$ cat config.mk
export PLATFORM = sky130hd
export DESIGN_NAME = dma_stall_monitor
export DESIGN_NICKNAME = d
export VERILOG_FILES = /design/src/rtl/dma_stall_pkg.sv /design/src/rtl/same_state_counter.sv /design/src/rtl/stall_tracker.sv /design/src/rtl/dma_stall_monitor.sv
export SDC_FILE = /design/constraint.sdc
export NUM_CORES = 1
export LEC_CHECK = 0
export ABC_AREA = 1
export CORE_MARGIN = 5
export CORE_UTILIZATION = 45
export CTS_CLUSTER_SIZE = 16
export DETAILED_ROUTE_END_ITERATION = 7
export PLACE_DENSITY = 0.7
export SYNTH_ARGS = -nofsm -noshare
export SYNTH_HDL_FRONTEND = slang
export SYNTH_SLANG_ARGS = --single-unit
$ cat constraint.sdc
create_clock -name clk -period 23.4 [get_ports clk]
set_input_delay 4.68 -clock clk [delete_from_list [all_inputs] [get_ports clk]]
set_output_delay 4.68 -clock clk [all_outputs]
set_load 0.02 [all_outputs]
$ cat src/rtl/dma_stall_pkg.sv
package dma_stall_pkg;
    localparam int NUM_CH       = 2;
    localparam int STATE_W      = 6;
    localparam int QID_W        = 16;
    localparam int STATE_STRIDE = 9;
    localparam int QID_STRIDE   = 16;
    localparam int STATE_WORD_W = 32;
    localparam int QID_WORD_W   = 32;

    typedef enum logic {
        MON_IDLE    = 1'b0,
        MON_STALLED = 1'b1
    } mon_mode_e;
endpackage

$ cat src/rtl/same_state_counter.sv
module same_state_counter #(
    parameter int CNT_W   = 32,
    parameter int STATE_W = 6
) (
    input  logic               clk,
    input  logic               rst,
    input  logic [STATE_W-1:0] state_i,
    output logic [CNT_W-1:0]   count_o
);
    localparam logic [CNT_W-1:0] CNT_MAX = {CNT_W{1'b1}};

    logic [STATE_W-1:0] prev_q;
    logic [CNT_W-1:0]   cnt_q;
    logic               same;

    assign same    = (state_i == prev_q);
    assign count_o = cnt_q;

    always_ff @(posedge clk) begin
        if (rst) begin
            prev_q <= '0;
            cnt_q  <= '0;
        end else begin
            prev_q <= state_i;
            if (!same)
                cnt_q <= '0;
            else if (cnt_q != CNT_MAX)
                cnt_q <= cnt_q + CNT_W'(1);
        end
    end

    assert_sat_hold_R2: assert property (@(posedge clk) disable iff (rst)
        (same && cnt_q == CNT_MAX) |=> (cnt_q == CNT_MAX));
    assert_count_step_R2: assert property (@(posedge clk) disable iff (rst)
        (same && cnt_q != CNT_MAX) |=> (cnt_q == $past(cnt_q) + CNT_W'(1)));
    assert_restart_R2: assert property (@(posedge clk) disable iff (rst)
        (!same) |=> (cnt_q == '0));
endmodule

$ cat src/rtl/stall_tracker.sv
module stall_tracker
    import dma_stall_pkg::*;
#(
    parameter int TIMER_W         = 32,
    parameter int ELAPSED_W       = 16,
    parameter int TICKS_PER_SEC   = 100,
    parameter int WARN_REPEAT_SEC = 300
) (
    input  logic                 clk,
    input  logic                 rst,
    input  logic                 eval_i,
    input  logic [ELAPSED_W-1:0] elapsed_i,
    input  logic                 stuck_i,
    input  logic [STATE_W-1:0]   cur_state_i,
    input  logic [QID_W-1:0]     cur_qid_i,
    output logic                 warn_o,
    output logic                 resume_o,
    output logic [STATE_W-1:0]   evt_state_o,
    output logic [QID_W-1:0]     evt_qid_o,
    output logic [TIMER_W-1:0]   evt_secs_o
);
    localparam int RELOAD_TICKS = WARN_REPEAT_SEC * TICKS_PER_SEC;
    localparam int WARN_W = $clog2(RELOAD_TICKS + (2 ** ELAPSED_W)) + 1;
    localparam logic [TIMER_W-1:0] ONE_SEC = TIMER_W'(TICKS_PER_SEC);
    localparam logic signed [WARN_W-1:0] RELOAD = WARN_W'(RELOAD_TICKS);

    mon_mode_e                mode_q, mode_d;
    logic [TIMER_W-1:0]       timer_q, timer_d;
    logic signed [WARN_W-1:0] cd_q, cd_d, elapsed_s;
    logic [TIMER_W:0]         timer_sum;
    logic                     fire, recover;

    assign elapsed_s = WARN_W'(elapsed_i);
    assign timer_sum = {1'b0, timer_q} + (TIMER_W + 1)'(elapsed_i);

    // Next-state and datapath decision
    always_comb begin
        mode_d  = mode_q;
        timer_d = timer_q;
        cd_d    = cd_q;
        fire    = 1'b0;
        recover = 1'b0;
        if (eval_i) begin
            unique case (mode_q)
                MON_IDLE: begin
                    if (stuck_i) begin           // enter
                        mode_d  = MON_STALLED;
                        timer_d = ONE_SEC;
                        cd_d    = '0;
                    end
                end
                MON_STALLED: begin
                    if (!stuck_i) begin          // recover
                        mode_d  = MON_IDLE;
                        recover = (timer_q >= ONE_SEC);
                        timer_d = '0;
                    end else begin               // accumulate
                        timer_d = timer_sum[TIMER_W] ? {TIMER_W{1'b1}}
                                                     : timer_sum[TIMER_W-1:0];
                        cd_d    = cd_q - elapsed_s;
                    end
                end
            endcase
            if (mode_d == MON_STALLED && timer_d >= ONE_SEC && cd_d <= 0) begin
                fire = 1'b1;
                cd_d = RELOAD;
            end
        end
    end

    // State register
    always_ff @(posedge clk) begin
        if (rst) mode_q <= MON_IDLE;
        else     mode_q <= mode_d;
    end

    // Outputs and per-channel datapath registers
    always_ff @(posedge clk) begin
        if (rst) begin
            timer_q     <= '0;
            cd_q        <= '0;
            warn_o      <= 1'b0;
            resume_o    <= 1'b0;
            evt_state_o <= '0;
            evt_qid_o   <= '0;
            evt_secs_o  <= '0;
        end else begin
            timer_q  <= timer_d;
            cd_q     <= cd_d;
            warn_o   <= fire;
            resume_o <= recover;
            if (fire) begin
                evt_state_o <= cur_state_i;
                evt_qid_o   <= cur_qid_i;
                evt_secs_o  <= timer_d / ONE_SEC;
            end else if (recover) begin
                evt_secs_o  <= timer_q / ONE_SEC;
            end
        end
    end

    assert_warn_reload_R5: assert property (@(posedge clk) disable iff (rst)
        warn_o |-> (cd_q == RELOAD));
    assert_first_warn_one_sec_R4: assert property (@(posedge clk) disable iff (rst)
        (warn_o && $past(mode_q) == MON_IDLE) |-> (evt_secs_o == TIMER_W'(1)));
    assert_idle_timer_zero_R6: assert property (@(posedge clk) disable iff (rst)
        (mode_q == MON_IDLE) |-> (timer_q == '0));
    assert_resume_leaves_stall_R6: assert property (@(posedge clk) disable iff (rst)
        resume_o |-> (mode_q == MON_IDLE && $past(mode_q) == MON_STALLED));
    assert_pulse_needs_strobe_R9: assert property (@(posedge clk) disable iff (rst)
        (warn_o || resume_o) |-> $past(eval_i));
    assert_pulse_exclusive_R9: assert property (@(posedge clk) disable iff (rst)
        !(warn_o && resume_o));
endmodule

$ cat src/rtl/dma_stall_monitor.sv
module dma_stall_monitor
    import dma_stall_pkg::*;
#(
    parameter int CNT_W           = 32,
    parameter int TIMER_W         = 32,
    parameter int ELAPSED_W       = 16,
    parameter int TICKS_PER_SEC   = 100,
    parameter int WARN_REPEAT_SEC = 300
) (
    input  logic                       clk,
    input  logic                       rst,
    input  logic [STATE_WORD_W-1:0]    state_word,
    input  logic [QID_WORD_W-1:0]      qid_word,
    input  logic [CNT_W-1:0]           one_sec_clocks,
    input  logic                       eval_strobe,
    input  logic [ELAPSED_W-1:0]       ticks_elapsed,
    output logic [NUM_CH-1:0]          warn_pulse,
    output logic [NUM_CH-1:0]          resume_pulse,
    output logic [NUM_CH*STATE_W-1:0]  evt_state,
    output logic [NUM_CH*QID_W-1:0]    evt_qid,
    output logic [NUM_CH*TIMER_W-1:0]  evt_seconds
);
    for (genvar c = 0; c < NUM_CH; c++) begin : g_ch
        logic [STATE_W-1:0] ch_state;
        logic [QID_W-1:0]   ch_qid;
        logic [CNT_W-1:0]   same_cnt;
        logic               stuck;

        assign ch_state = state_word[c*STATE_STRIDE +: STATE_W];
        assign ch_qid   = qid_word[c*QID_STRIDE +: QID_W];
        assign stuck    = (same_cnt >= one_sec_clocks);

        same_state_counter #(
            .CNT_W   (CNT_W),
            .STATE_W (STATE_W)
        ) u_cnt (
            .clk     (clk),
            .rst     (rst),
            .state_i (ch_state),
            .count_o (same_cnt)
        );

        stall_tracker #(
            .TIMER_W         (TIMER_W),
            .ELAPSED_W       (ELAPSED_W),
            .TICKS_PER_SEC   (TICKS_PER_SEC),
            .WARN_REPEAT_SEC (WARN_REPEAT_SEC)
        ) u_trk (
            .clk         (clk),
            .rst         (rst),
            .eval_i      (eval_strobe),
            .elapsed_i   (ticks_elapsed),
            .stuck_i     (stuck),
            .cur_state_i (ch_state),
            .cur_qid_i   (ch_qid),
            .warn_o      (warn_pulse[c]),
            .resume_o    (resume_pulse[c]),
            .evt_state_o (evt_state[c*STATE_W +: STATE_W]),
            .evt_qid_o   (evt_qid[c*QID_W +: QID_W]),
            .evt_secs_o  (evt_seconds[c*TIMER_W +: TIMER_W])
        );
    end

    assert_no_pulse_without_strobe_R1: assert property (@(posedge clk) disable iff (rst)
        (warn_pulse != '0 || resume_pulse != '0) |-> $past(eval_strobe));
endmodule

==> impl_table.tex <==
\begin{tabular}{lr}
\hline
Metric & Value \\
\hline
\multicolumn{2}{l}{\textbf{Run status}} \\
Status & completed \\
\multicolumn{2}{l}{\textbf{Timing}} \\
Setup slack of the critical path after layout & 1.992 ns \\
Highest clock rate & $\sim$47 MHz \\
Transition time of the tightest slew-check pin & 1.102 ns \\
Endpoints failing hold & 0 \\
Setup-violating endpoint count in the final report & 0 \\
Worst max-slew margin expressed relative to the limit & a little over a quarter \\
Period Utilization, post-route & 91.49\% \\
Post-Route Skew & 0.02132 ns \\
Unrepaired setup endpoints after global routing & false \\
Max Slew Vio Count & 0 \\
Fin Setup TNS & 0 ns \\
Shortest clock period the worst path allows after layout & 21.41 ns \\
\multicolumn{2}{l}{\textbf{Setup path}} \\
Kind of critical path & in2reg \\
Critical path arrival & 21.88 ns \\
Worst path max stage delay & 0.80 ns \\
Top cell by count, worst path & nand2\_2 \\
Biggest fanout along the worst timing path & 35 \\
Critical Path Sink Type & flop \\
Critical path's slowest cell & clkdlybuf4s50\_1 \\
Endpoint required time on the critical path & between 20 and 25 ns \\
Startpoint type of the worst setup path & primary input \\
\multicolumn{2}{l}{\textbf{CTS}} \\
CTS tree & built \\
Number of CTS-inserted buffers & 40 \\
Worst skew pair latency & 0.58 ns \\
Max Buffers Root-to-Sink & 3 \\
Count of cells resized by post-cts repair & 0 \\
Post CTS Setup Buffer Count & 0 \\
Cts hold-fix bufs & 0 \\
CTS HTree Levels & 2 \\
Clock edge transition at the registers on the reported setup and hold paths & 0.06 ns \\
Root Buffer Master & clkbuf\_16 \\
TritonCTS Sinks & 278 \\
\multicolumn{2}{l}{\textbf{Global route}} \\
Maximum number of pins on one net before global-route repair & 81 \\
Global-route wire length before repair & 140400 µm \\
Number of antenna violations at the first check in global routing & 1 \\
Via count of the first global-routing pass & 28870 \\
GRT Overall Usage & 21.92\% \\
Aggregate global routing overflow & 0 \\
\multicolumn{2}{l}{\textbf{Finish}} \\
Area added between synthesis and finish & 11.77\% \\
Fraction of layout instances using a drive strength above 1 & 18.31\% \\
Final core area utilization & 50.94\% \\
Final net count & 5368 \\
Leading cell type in the layout, fill and taps excluded & nand2\_1 \\
Commonest non-fill, non-tap cells in the layout & nand2\_1 (1254), inv\_1 (618), nand3\_1 (370) \\
\multicolumn{2}{l}{\textbf{Job}} \\
Number of violations of the max-capacitance limit & 0 \\
\multicolumn{2}{l}{\textbf{Placement}} \\
Port buffer count & slightly below 200 \\
HPWL after detailed placement & 64970 µm \\
Minimum setup slack after placement & 1.214 ns \\
Last weighted congestion value of the routability-driven placer & 0.9751 \\
\multicolumn{2}{l}{\textbf{Routing}} \\
Wire length reported by the detailed router & $\sim$85000 µm \\
Via count normalized by instance count & 5.146 \\
DR pass1 iterations & 6 \\
Post-route DRC & 0 \\
Wire length per cell & between 10 and 15 µm \\
Post-route antenna net violation count & 0 \\
DR vias & 31290 \\
Number of DRC violations after detailed-routing iteration 0 & 2162 \\
\multicolumn{2}{l}{\textbf{Floorplan}} \\
Area of the core & 0.06895 mm² \\
Chip height & about 270 µm \\
Horizontal extent of the die & 274.3 µm \\
Number of top-level pins & 227 \\
Rows & 96 \\
Die Outline Area & about 0.075 mm² \\
Starting Density & 45.58\% \\
\multicolumn{2}{l}{\textbf{Synthesis}} \\
Total of warnings raised by yosys & 0 \\
Synthesized netlist cell count & 4994 \\
Synth cell types & 87 \\
Netlist Area Pre-Place & 0.03142 mm² \\
Sequential area share after synthesis & 17.71\% \\
Most used DFF post-synth & dfxtp\_1 \\
Seq cells post-synth & between 200 and 300 \\
Async SR Flop Fraction & 0\% \\
Number of enable-type register cells in the synthesized netlist & 0 \\
Syn Area/Cell & 6.292 µm² \\
\multicolumn{2}{l}{\textbf{Worst hold path}} \\
Type of the most critical hold path & reg2reg \\
\hline
\end{tabular}
flip-flops by register name, indices dropped and copies added, names as in the netlist, 12 cells and up:
signal / count
g_ch.u_trk.timer_q: 64
g_ch.u_cnt.prev_q: 12
g_ch.u_trk.cd_q: 36
g_ch.u_trk.evt_state_o: 12
g_ch.u_trk.evt_qid_o: 32
g_ch.u_cnt.count_o: 64
g_ch.u_trk.evt_secs_o: 52
cell usage after synthesis (all sizes together), types with 12 or more instances:
| cell type | n | area (µm²) |
|---|---|---|
| buf | 59 | 595.6 |
| o211ai | 21 | 167.7 |
| nand4 | 130 | 1018 |
| a21oi | 300 | 1588 |
| nor2 | 424 | 2002 |
| xor2 | 36 | 322.8 |
| nand3 | 467 | 2913 |
| nor3 | 49 | 261.5 |
| or2 | 14 | 87.59 |
| nor4 | 28 | 190.2 |
| nand2 | 1725 | 8431 |
| ha | 130 | 1627 |
| clkinv | 29 | 120.1 |
| o21bai | 45 | 345.3 |
| o21ai | 362 | 2018 |
| dfxtp | 278 | 5565 |
| inv | 693 | 2626 |
| xnor2 | 27 | 236.5 |
| clkbuf | 81 | 464.2 |
| nand3b | 12 | 93.84 |
layer usage:
layer | vias up | global-route usage (%) | wire length [µm]
met3 | 147 | 3.194 | 4618
met5 | - | 0 | 0
met2 | 672 | 37.46 | 38970
li1 | 16420 | - | -
met1 | 14050 | 28.58 | 38440
met4 | 0 | 6.797 | 2643
logic make-up (layout without fill, tap and decap cells):
family,after synthesis,after routing,share of synthesized area [%]
flops,278,278,17.71
xor+xnor,63,63,1.780
simple gates,2860,2861,47.98
buf+inv,868,1011,12.42
fa+ha+maj,134,134,5.431
compound gates,790,790,14.67
other cells,1,13,0.01193
path summary, 6_finish.rpt:
check	from	end	slack, ns	cells past startpoint
worst min-delay path	g_ch[1].u_trk.evt_qid_o[15]	g_ch[1].u_trk.evt_qid_o[15]	0.46	2
worst min register to register	g_ch[1].u_trk.evt_qid_o[15]	g_ch[1].u_trk.evt_qid_o[15]	0.46	2
worst max-delay path	ticks_elapsed[1]	g_ch[0].u_trk.evt_secs_o[0]	1.99	126
worst max register to register	g_ch[0].u_cnt.count_o[7]	g_ch[0].u_trk.evt_secs_o[0]	6.50	124
worst max-delay path, delay by kind of cell:
kind,cells,cell delay [ns]
AO/OA/AOI/OAI,6,1.42
AND/OR/NAND/NOR,112,13.61
XOR/XNOR,1,0.34
buffers and inverters,6,1.09
adder cells (fa/ha/maj),1,0.70
per-stage QoR:
stage	cell area (µm²)	hold WS [ns]	std cells
2_1_floorplan	31460	0.4453	5005
3_3_place_gp	33650	0.4512	6007
3_5_place_dp	33650	0.4555	6007
6_report	35120	0.4634	6081
5_1_grt	35120	0.4767	6080
4_1_cts	35110	0.4635	6079
final cells by class:
type                       count  area (µm²)
multi-input combinational   3860       22020
timing repair buffer         211        2062
tap                          931        1165
clock buffer                  49        1125
fill                        7005       33820
antenna                        1       2.502
sequential                   278        5565
inverter                     728        2844
clock inverter                23       342.8
Power is left out: the tool's default activity adds up to more than one toggle a clock period on the data nets, which glitch-free logic cannot reach.
